[src/rtl/i2crom_pkg.sv]
package i2crom_pkg;
  typedef enum logic [2:0] {
    ST_IDLE,
    ST_RX,
    ST_ACK,
    ST_TX,
    ST_MACK
  } st_e;

  typedef enum logic [1:0] {
    PH_DEV,
    PH_WORD,
    PH_EXTRA
  } ph_e;
endpackage

[src/rtl/i2crom_rst_sync.sv]
module i2crom_rst_sync (
  input  logic clk,
  input  logic rst_n,
  output logic rst_n_s
);
  logic [1:0] chain_q;

  always_ff @(posedge clk or negedge rst_n) begin
    if (!rst_n) chain_q <= 2'b00;
    else        chain_q <= {chain_q[0], 1'b1};
  end

  assign rst_n_s = chain_q[1];
endmodule

[src/rtl/i2crom_line.sv]
module i2crom_line #(
  parameter int SYNC_STAGES = 2
) (
  input  logic clk,
  input  logic rst_n,
  input  logic scl_i,
  input  logic sda_i,
  output logic scl_hi,
  output logic scl_rise,
  output logic scl_fall,
  output logic sda_lvl,
  output logic start_det,
  output logic stop_det
);
  localparam int DEPTH = SYNC_STAGES + 1;

  logic [1:0] raw;
  logic [1:0] now_v;
  logic [1:0] prev_v;

  assign raw = {sda_i, scl_i};

  for (genvar g = 0; g < 2; g++) begin : g_wire
    logic [DEPTH-1:0] sr_q;
    logic [DEPTH-1:0] sr_d;

    always_comb sr_d = {sr_q[DEPTH-2:0], raw[g]};

    always_ff @(posedge clk or negedge rst_n) begin
      if (!rst_n) sr_q <= '1;
      else        sr_q <= sr_d;
    end

    assign now_v[g]  = sr_q[DEPTH-2];
    assign prev_v[g] = sr_q[DEPTH-1];
  end

  assign scl_hi    = now_v[0];
  assign sda_lvl   = now_v[1];
  assign scl_rise  = now_v[0] & ~prev_v[0];
  assign scl_fall  = ~now_v[0] & prev_v[0];
  // framing events use the current clock level so they win over a
  // clock edge seen in the same cycle
  assign start_det = now_v[0] & prev_v[1] & ~now_v[1];
  assign stop_det  = now_v[0] & ~prev_v[1] & now_v[1];
endmodule

[src/rtl/i2crom_ptr.sv]
module i2crom_ptr #(
  parameter int AW = 9
) (
  input  logic          clk,
  input  logic          rst_n,
  input  logic          ld_hi,
  input  logic          hi_val,
  input  logic          ld_lo,
  input  logic [AW-2:0] lo_val,
  input  logic          inc,
  output logic [AW-1:0] ptr
);
  logic [AW-1:0] ptr_q;
  logic [AW-1:0] ptr_d;

  always_comb begin
    ptr_d = ptr_q;
    if (ld_hi) ptr_d[AW-1]   = hi_val;
    if (ld_lo) ptr_d[AW-2:0] = lo_val;
    if (inc)   ptr_d         = ptr_q + 1'b1;
  end

  always_ff @(posedge clk or negedge rst_n) begin
    if (!rst_n) ptr_q <= '0;
    else        ptr_q <= ptr_d;
  end

  assign ptr = ptr_q;

  // one step per sent byte, wrapping at the top of the store
  assert_ptr_step_R7: assert property (@(posedge clk) disable iff (!rst_n)
    (inc && !ld_hi && !ld_lo) |=> (ptr_q == AW'($past(ptr_q) + 1'b1)));
  assert_ptr_wrap_R7: assert property (@(posedge clk) disable iff (!rst_n)
    (inc && (ptr_q == '1)) |=> (ptr_q == '0));
endmodule

[src/rtl/i2crom_ctrl.sv]
module i2crom_ctrl
  import i2crom_pkg::*;
#(
  parameter logic [3:0] DEV_TAG = 4'b1010,
  parameter int         AW      = 9
) (
  input  logic          clk,
  input  logic          rst_n,
  input  logic          scl_hi,
  input  logic          scl_rise,
  input  logic          scl_fall,
  input  logic          sda_lvl,
  input  logic          start_det,
  input  logic          stop_det,
  input  logic          strap_a2,
  input  logic          strap_a1,
  input  logic [AW-1:0] ptr,
  input  logic [7:0]    mem_rdata,
  output logic          sda_oe,
  output logic          mem_rd_en,
  output logic [AW-1:0] mem_addr,
  output logic          ptr_ld_hi,
  output logic          ptr_hi_val,
  output logic          ptr_ld_lo,
  output logic [AW-2:0] ptr_lo_val,
  output logic          ptr_inc
);
  st_e        st_q, st_d;
  ph_e        ph_q, ph_d;
  logic [2:0] cnt_q, cnt_d;
  logic [7:0] sh_q, sh_d;
  logic [7:0] buf_q, buf_d;
  logic       full_q, full_d;
  logic       ack_q, ack_d;
  logic       rd_q, rd_d;
  logic       mack_q, mack_d;
  logic       oe_q, oe_d;
  logic       fetch_q;
  logic       rden_q, rden_d;
  logic [AW-1:0] addr_q;
  logic [7:0] byte_w;
  logic       match;

  assign byte_w = {sh_q[6:0], sda_lvl};
  assign match  = (byte_w[7:4] == DEV_TAG) && (byte_w[3] == strap_a2) &&
                  (byte_w[2] == strap_a1);

  always_comb begin
    st_d       = st_q;
    ph_d       = ph_q;
    cnt_d      = cnt_q;
    sh_d       = sh_q;
    full_d     = full_q;
    ack_d      = ack_q;
    rd_d       = rd_q;
    mack_d     = mack_q;
    rden_d     = 1'b0;
    buf_d      = fetch_q ? mem_rdata : buf_q;
    ptr_ld_hi  = 1'b0;
    ptr_hi_val = byte_w[1];
    ptr_ld_lo  = 1'b0;
    ptr_lo_val = byte_w[AW-2:0];
    ptr_inc    = 1'b0;

    if (stop_det) begin
      st_d   = ST_IDLE;
      cnt_d  = '0;
      full_d = 1'b0;
    end else if (start_det) begin
      st_d   = ST_RX;
      ph_d   = PH_DEV;
      cnt_d  = '0;
      full_d = 1'b0;
    end else begin
      unique case (st_q)
        ST_IDLE: ;
        ST_RX: begin
          if (scl_rise) begin
            sh_d  = byte_w;
            cnt_d = cnt_q + 3'd1;
            if (cnt_q == 3'd7) begin
              full_d = 1'b1;
              unique case (ph_q)
                PH_DEV: begin
                  ack_d     = match;
                  rd_d      = byte_w[0];
                  ptr_ld_hi = match;
                end
                PH_WORD: begin
                  ack_d     = 1'b1;
                  ptr_ld_lo = 1'b1;
                end
                default: ack_d = 1'b0;
              endcase
            end
          end else if (scl_fall && full_q) begin
            full_d = 1'b0;
            st_d   = ST_ACK;
            rden_d = ack_q && rd_q && (ph_q == PH_DEV);
          end
        end
        ST_ACK: begin
          if (scl_fall) begin
            cnt_d = '0;
            if (!ack_q) begin
              st_d = ST_IDLE;
            end else if (ph_q == PH_DEV && rd_q) begin
              st_d = ST_TX;
              sh_d = buf_q;
            end else if (ph_q == PH_DEV) begin
              st_d = ST_RX;
              ph_d = PH_WORD;
            end else begin
              st_d = ST_RX;
              ph_d = PH_EXTRA;
            end
          end
        end
        ST_TX: begin
          if (scl_fall) begin
            sh_d  = {sh_q[6:0], 1'b1};
            cnt_d = cnt_q + 3'd1;
            if (cnt_q == 3'd7) begin
              st_d    = ST_MACK;
              ptr_inc = 1'b1;
            end
          end
        end
        ST_MACK: begin
          if (scl_rise) begin
            mack_d = ~sda_lvl;
            rden_d = ~sda_lvl;
          end else if (scl_fall) begin
            if (mack_q) begin
              st_d  = ST_TX;
              sh_d  = buf_q;
              cnt_d = '0;
            end else begin
              st_d = ST_IDLE;
            end
          end
        end
        default: st_d = ST_IDLE;
      endcase
    end

    unique case (st_d)
      ST_ACK:  oe_d = ack_d;
      ST_TX:   oe_d = ~sh_d[7];
      default: oe_d = 1'b0;
    endcase
  end

  always_ff @(posedge clk or negedge rst_n) begin
    if (!rst_n) begin
      st_q    <= ST_IDLE;
      ph_q    <= PH_DEV;
      cnt_q   <= '0;
      sh_q    <= '1;
      buf_q   <= '1;
      full_q  <= 1'b0;
      ack_q   <= 1'b0;
      rd_q    <= 1'b0;
      mack_q  <= 1'b0;
      oe_q    <= 1'b0;
      fetch_q <= 1'b0;
      rden_q  <= 1'b0;
      addr_q  <= '0;
    end else begin
      st_q    <= st_d;
      ph_q    <= ph_d;
      cnt_q   <= cnt_d;
      sh_q    <= sh_d;
      buf_q   <= buf_d;
      full_q  <= full_d;
      ack_q   <= ack_d;
      rd_q    <= rd_d;
      mack_q  <= mack_d;
      oe_q    <= oe_d;
      fetch_q <= rden_q;
      rden_q  <= rden_d;
      if (rden_d) addr_q <= ptr;
    end
  end

  assign sda_oe    = oe_q;
  assign mem_rd_en = rden_q;
  assign mem_addr  = addr_q;

  // store access is a single-cycle strobe
  assert_rd_pulse_R11: assert property (@(posedge clk) disable iff (!rst_n)
    mem_rd_en |=> !mem_rd_en);
  // output only moves while the clock line is low
  assert_oe_stable_R6: assert property (@(posedge clk) disable iff (!rst_n)
    (st_q == ST_TX && scl_hi && !start_det && !stop_det) |=> $stable(sda_oe));
  // framing clears the bit count
  assert_clr_cnt_R10: assert property (@(posedge clk) disable iff (!rst_n)
    (start_det || stop_det) |=> (cnt_q == 3'd0 && !full_q));
  // master refusal ends the read
  assert_nack_idle_R8: assert property (@(posedge clk) disable iff (!rst_n)
    (st_q == ST_MACK && scl_fall && !mack_q && !start_det && !stop_det)
      |=> (st_q == ST_IDLE && !sda_oe));
endmodule

[src/rtl/i2crom_slave.sv]
module i2crom_slave #(
  parameter logic [3:0] DEV_TAG     = 4'b1010,
  parameter int         ADDR_W      = 9,
  parameter int         SYNC_STAGES = 2
) (
  input  logic              clk,
  input  logic              rst_n,
  input  logic              scl_i,
  input  logic              sda_i,
  output logic              sda_oe,
  input  logic              strap_a2,
  input  logic              strap_a1,
  output logic              mem_rd_en,
  output logic [ADDR_W-1:0] mem_addr,
  input  logic [7:0]        mem_rdata
);
  logic rst_n_s;
  logic scl_hi, scl_rise, scl_fall, sda_lvl, start_det, stop_det;
  logic ptr_ld_hi, ptr_hi_val, ptr_ld_lo, ptr_inc;
  logic [ADDR_W-2:0] ptr_lo_val;
  logic [ADDR_W-1:0] ptr;

  i2crom_rst_sync u_rst (
    .clk     (clk),
    .rst_n   (rst_n),
    .rst_n_s (rst_n_s)
  );

  i2crom_line #(.SYNC_STAGES(SYNC_STAGES)) u_line (
    .clk       (clk),
    .rst_n     (rst_n_s),
    .scl_i     (scl_i),
    .sda_i     (sda_i),
    .scl_hi    (scl_hi),
    .scl_rise  (scl_rise),
    .scl_fall  (scl_fall),
    .sda_lvl   (sda_lvl),
    .start_det (start_det),
    .stop_det  (stop_det)
  );

  i2crom_ctrl #(.DEV_TAG(DEV_TAG), .AW(ADDR_W)) u_ctrl (
    .clk        (clk),
    .rst_n      (rst_n_s),
    .scl_hi     (scl_hi),
    .scl_rise   (scl_rise),
    .scl_fall   (scl_fall),
    .sda_lvl    (sda_lvl),
    .start_det  (start_det),
    .stop_det   (stop_det),
    .strap_a2   (strap_a2),
    .strap_a1   (strap_a1),
    .ptr        (ptr),
    .mem_rdata  (mem_rdata),
    .sda_oe     (sda_oe),
    .mem_rd_en  (mem_rd_en),
    .mem_addr   (mem_addr),
    .ptr_ld_hi  (ptr_ld_hi),
    .ptr_hi_val (ptr_hi_val),
    .ptr_ld_lo  (ptr_ld_lo),
    .ptr_lo_val (ptr_lo_val),
    .ptr_inc    (ptr_inc)
  );

  i2crom_ptr #(.AW(ADDR_W)) u_ptr (
    .clk    (clk),
    .rst_n  (rst_n_s),
    .ld_hi  (ptr_ld_hi),
    .hi_val (ptr_hi_val),
    .ld_lo  (ptr_ld_lo),
    .lo_val (ptr_lo_val),
    .inc    (ptr_inc),
    .ptr    (ptr)
  );
endmodule

[config.mk]
export PLATFORM = sky130hd
export DESIGN_NAME = i2crom_slave
export DESIGN_NICKNAME = d
export VERILOG_FILES = /design/src/rtl/i2crom_pkg.sv /design/src/rtl/i2crom_rst_sync.sv /design/src/rtl/i2crom_line.sv /design/src/rtl/i2crom_ptr.sv /design/src/rtl/i2crom_ctrl.sv /design/src/rtl/i2crom_slave.sv
export SDC_FILE = /design/constraint.sdc
export NUM_CORES = 1
export LEC_CHECK = 0
export ABC_AREA = 1
export ABC_CLOCK_PERIOD_IN_PS = 3450
export BUFFER_PORTS_ARGS = -buffer_cell sky130_fd_sc_hd__buf_2
export CORE_ASPECT_RATIO = 1.1
export CORE_MARGIN = 4
export CORE_UTILIZATION = 53
export CTS_BUF_LIST = sky130_fd_sc_hd__clkbuf_16
export DETAILED_ROUTE_END_ITERATION = 12
export PLACE_DENSITY_LB_ADDON = 0.3
export SLEW_MARGIN = 20
export SYNTH_ARGS = -nofsm -noshare
export SYNTH_HDL_FRONTEND = slang
export SYNTH_HIERARCHICAL = 1
export SYNTH_SLANG_ARGS = --single-unit
[constraint.sdc]
create_clock -name clk -period 3.45 [get_ports clk]
set_input_delay 0.345 -clock clk [delete_from_list [all_inputs] [get_ports clk]]
set_output_delay 0.345 -clock clk [all_outputs]
set_load 0.01 [all_outputs]
==> flow_summary.ini <==
[final_layout]
n_antenna_cell = 0
fin_nets = 421
multi_input_area_sq_um = 1210
layout-drive-gt1-share_pct = 22.0
areaGrowthSynthToFinish_pct = 15.2
fin_util_pct = 63.0
final-seq-area_sq_um = 1460
fill_cells = 477

[cts]
cts_num_sinks = 57
post_cts_buffers = 0
cts_hold_buf = 1
cts_tree = built
cts.clk_slew.worst_paths_ps = 50
insertion_delay_ps = 320
cts_made_buffers = 9
cts_root_buf = clkbuf_16
cts_resized = 0
htreeDepth = 3
clockBufferDepth = 2

[sta]
fmax_ghz = 0.449
worstMarginPinSlew_ps = 805
grt_setup_unrepaired = false
fin_tns_setup_ps = 0
fin_crit_sh_pct = 64.5
finalWorstPathRequiredPeriod_ps = 2230
setup_viol = 0
finClkSkew_ps = 4.04
finalHoldViolations = 0
slew_viol_final = 0
slew_headroom_pct = 46.3

[grt]
grt_pass1_vias = 2308
antenna_found_initial = 0
overflow = 0
grt_max_degree = 40
grt_use_total_pct = 20.0
grt_pass1_wl_um = 10500

[yosys]
syn_nets = 394
synth_edf_count = 0
yosysUniqueCellTypes = 34
yosys_warnings = 6
synth_top_area_share_pct = 29.9
syn_area_sq_um = 2930
ys_ff_latch = 57
ys.flop_type = dfrtp_1
yosys-top-cells-area = dfrtp_1, dfstp_2, nand2_1
synth.avg_cell_area_sq_um = 7.78
synthCells = 377
ys_seq_area_share_pct = 49.6
synth_top_cell_by_area = dfrtp_1
async_flop_share_pct = 100
yosysMostFrequentCell = nand2_1
synthTopCellsByCount = nand2_1, inv_1, nor2_1

[routing]
wl_per_cell_um = 12.2
drt-initial-drc-count = 172
via_count = 2423
ant_nets = 0
first_pass_iters = 5
routed_wl_um = 5920
vias_per_cell = 5.01
post-route-drc-count = 0

[power_and_ir_drop]
p_per_area_nw_per_um2 = 515
max-vdd-ir-drop_mv = 0.479
p_leak_uw = 0.00171

[die]
initial_core_util_pct = 54.7
io_pins = 25
die-width_um = 78.9
core-area_sq_um = 5360
die_area_sq_um = 6790
rows = 28
die_h_um = 86.0

[placed_design]
routabilityCongestion = 0.916
port_buffers = 24
hpwl_um = 4300

[worst_setup_path]
cp_max_fo = 10
cp-end-kind = flip-flop
startpoint_type = flip-flop
worstSetupPathType = reg -> reg
crit_required_ps = 3720
arrival_ps = 2490

[run_status]
status = finished, final reports clean

[run]
maxCapViolCount = 0

[hold_path]
hold_path_class = in -> reg
==> through the flow <==
| stage | worst slack (ps) | instance area (sq um) | hold slack (ps) | cells | power [uW] |
|---|---|---|---|---|---|
| final | 1220 | 3380 | 121 | 484 | 1740 |
| after CTS | 1230 | 3380 | 112 | 484 | 1760 |
| after detailed placement | 1260 | 3080 | 134 | 467 | 906 |
| after global placement | 1180 | 3080 | 130 | 467 | 905 |
| after global routing | 1010 | 3380 | 110 | 484 | 1820 |
| after floorplan | 1610 | 2930 | 49.4 | 377 | 862 |
==> critical path, cell delays in order, from the launching register on <==
cell and delay [ps]:
dfstp_2 530, inv_1 30, nor2_1 490, inv_1 220, o22ai_2 420, o21ai_0 230, o21ai_0 130, nand2_1 70
nand2_1 60
==> layer usage <==
| layer | share of wire (%) | routed length [um] | track usage, % |
|---|---|---|---|
| met5 | 0 | 0 | 0 |
| met4 | 2.6 | 153 | 11.9 |
| met3 | 6.6 | 392 | 3.78 |
| met2 | 46 | 2700 | 31.0 |
| met1 | 45 | 2680 | 26.1 |
==> state kept, by name, indices dropped and copies added (netlist names) <==
| name | count |
|---|---|
| u_ctrl/mack_q | 1 |
| u_ctrl/st_q | 3 |
| u_ctrl/cnt_q | 3 |
| u_ctrl/mem_rd_en | 1 |
| u_ctrl/sda_oe | 1 |
| u_ctrl/mem_addr | 9 |
| u_rst/chain_q | 2 |
| u_ctrl/rd_q | 1 |
| u_ctrl/ack_q | 1 |
| u_ctrl/sh_q | 8 |
| u_ctrl/fetch_q | 1 |
| u_ctrl/buf_q | 8 |
| u_line/g_wire.sr_q | 6 |
| u_ptr/ptr | 9 |
| u_ctrl/full_q | 1 |
| u_ctrl/ph_q | 2 |
==> cell type report <==
| type | count | area share (%) |
|---|---|---|
| tap | 75 | 2.78 |
| timing repair buffer | 27 | 4.29 |
| sequential | 57 | 43.1 |
| inverter | 49 | 5.48 |
| clock inverter | 7 | 1.85 |
| multi-input combinational | 260 | 35.9 |
| clock buffer | 9 | 6.66 |
==> worst paths after layout <==
check / start / endpoint / slack, ps / cells past startpoint
setup / recovery: u_line/g_wire[0].sr_q[2] / u_ctrl/sh_q[0] / 1220 / 8
hold / removal: sda_i / u_line/g_wire[1].sr_q[0] / 120 / 1
setup reg to reg: u_line/g_wire[0].sr_q[2] / u_ctrl/sh_q[0] / 1220 / 8
hold reg to reg: u_rst/chain_q[0] / u_rst/chain_q[1] / 350 / 0
max in group asynchronous: u_rst/chain_q[1] / u_ctrl/sh_q[1] / 2310 / 1
min in group asynchronous: rst_n / u_rst/chain_q[0] / 330 / 2
==> logic make-up (layout without fill, tap and decap cells) <==
| family | Yosys count | in the layout | synth area share, % |
|---|---|---|---|
| adder cells (fa/ha/maj) | 3 | 3 | 1.28 |
| AO/OA/AOI/OAI | 44 | 44 | 8.53 |
| buffers and inverters | 60 | 92 | 9.13 |
| XOR/XNOR | 2 | 2 | 0.597 |
| AND/OR/NAND/NOR | 207 | 207 | 29.6 |
| multiplexers | 3 | 3 | 1.15 |
| flip-flops | 57 | 57 | 49.6 |
| other | 1 | 1 | 0.128 |
==> cell usage in the layout (no fill, tap or decap), types with 2 or more instances in the layout <==
cell type   instances
nand2_1           128
inv_1              39
nor2_1             36
dfrtp_1            34
nand3_1            26
buf_2              24
dfstp_2            22
o21ai_0            20
clkbuf_16           9
inv_2               9
a21oi_1             8
o21ai_1             8
nor2_2              6
nand4_1             4
clkinv_2            3
mux2_2              3
a22oi_1             3
ha_1                3
clkinvlp_4          2
clkinv_1            2
buf_4               2
xnor2_1             2
o22ai_2             2
==> power by group <==
group	leakage, uW	internal [uW]	switching [uW]	total [uW]
registers	0.000696	707	36.2	744
logic	0.000871	57.6	96.1	154
clock network	0.000140	549	293	842
No activity file was read; power rests on OpenSTA's default activity.
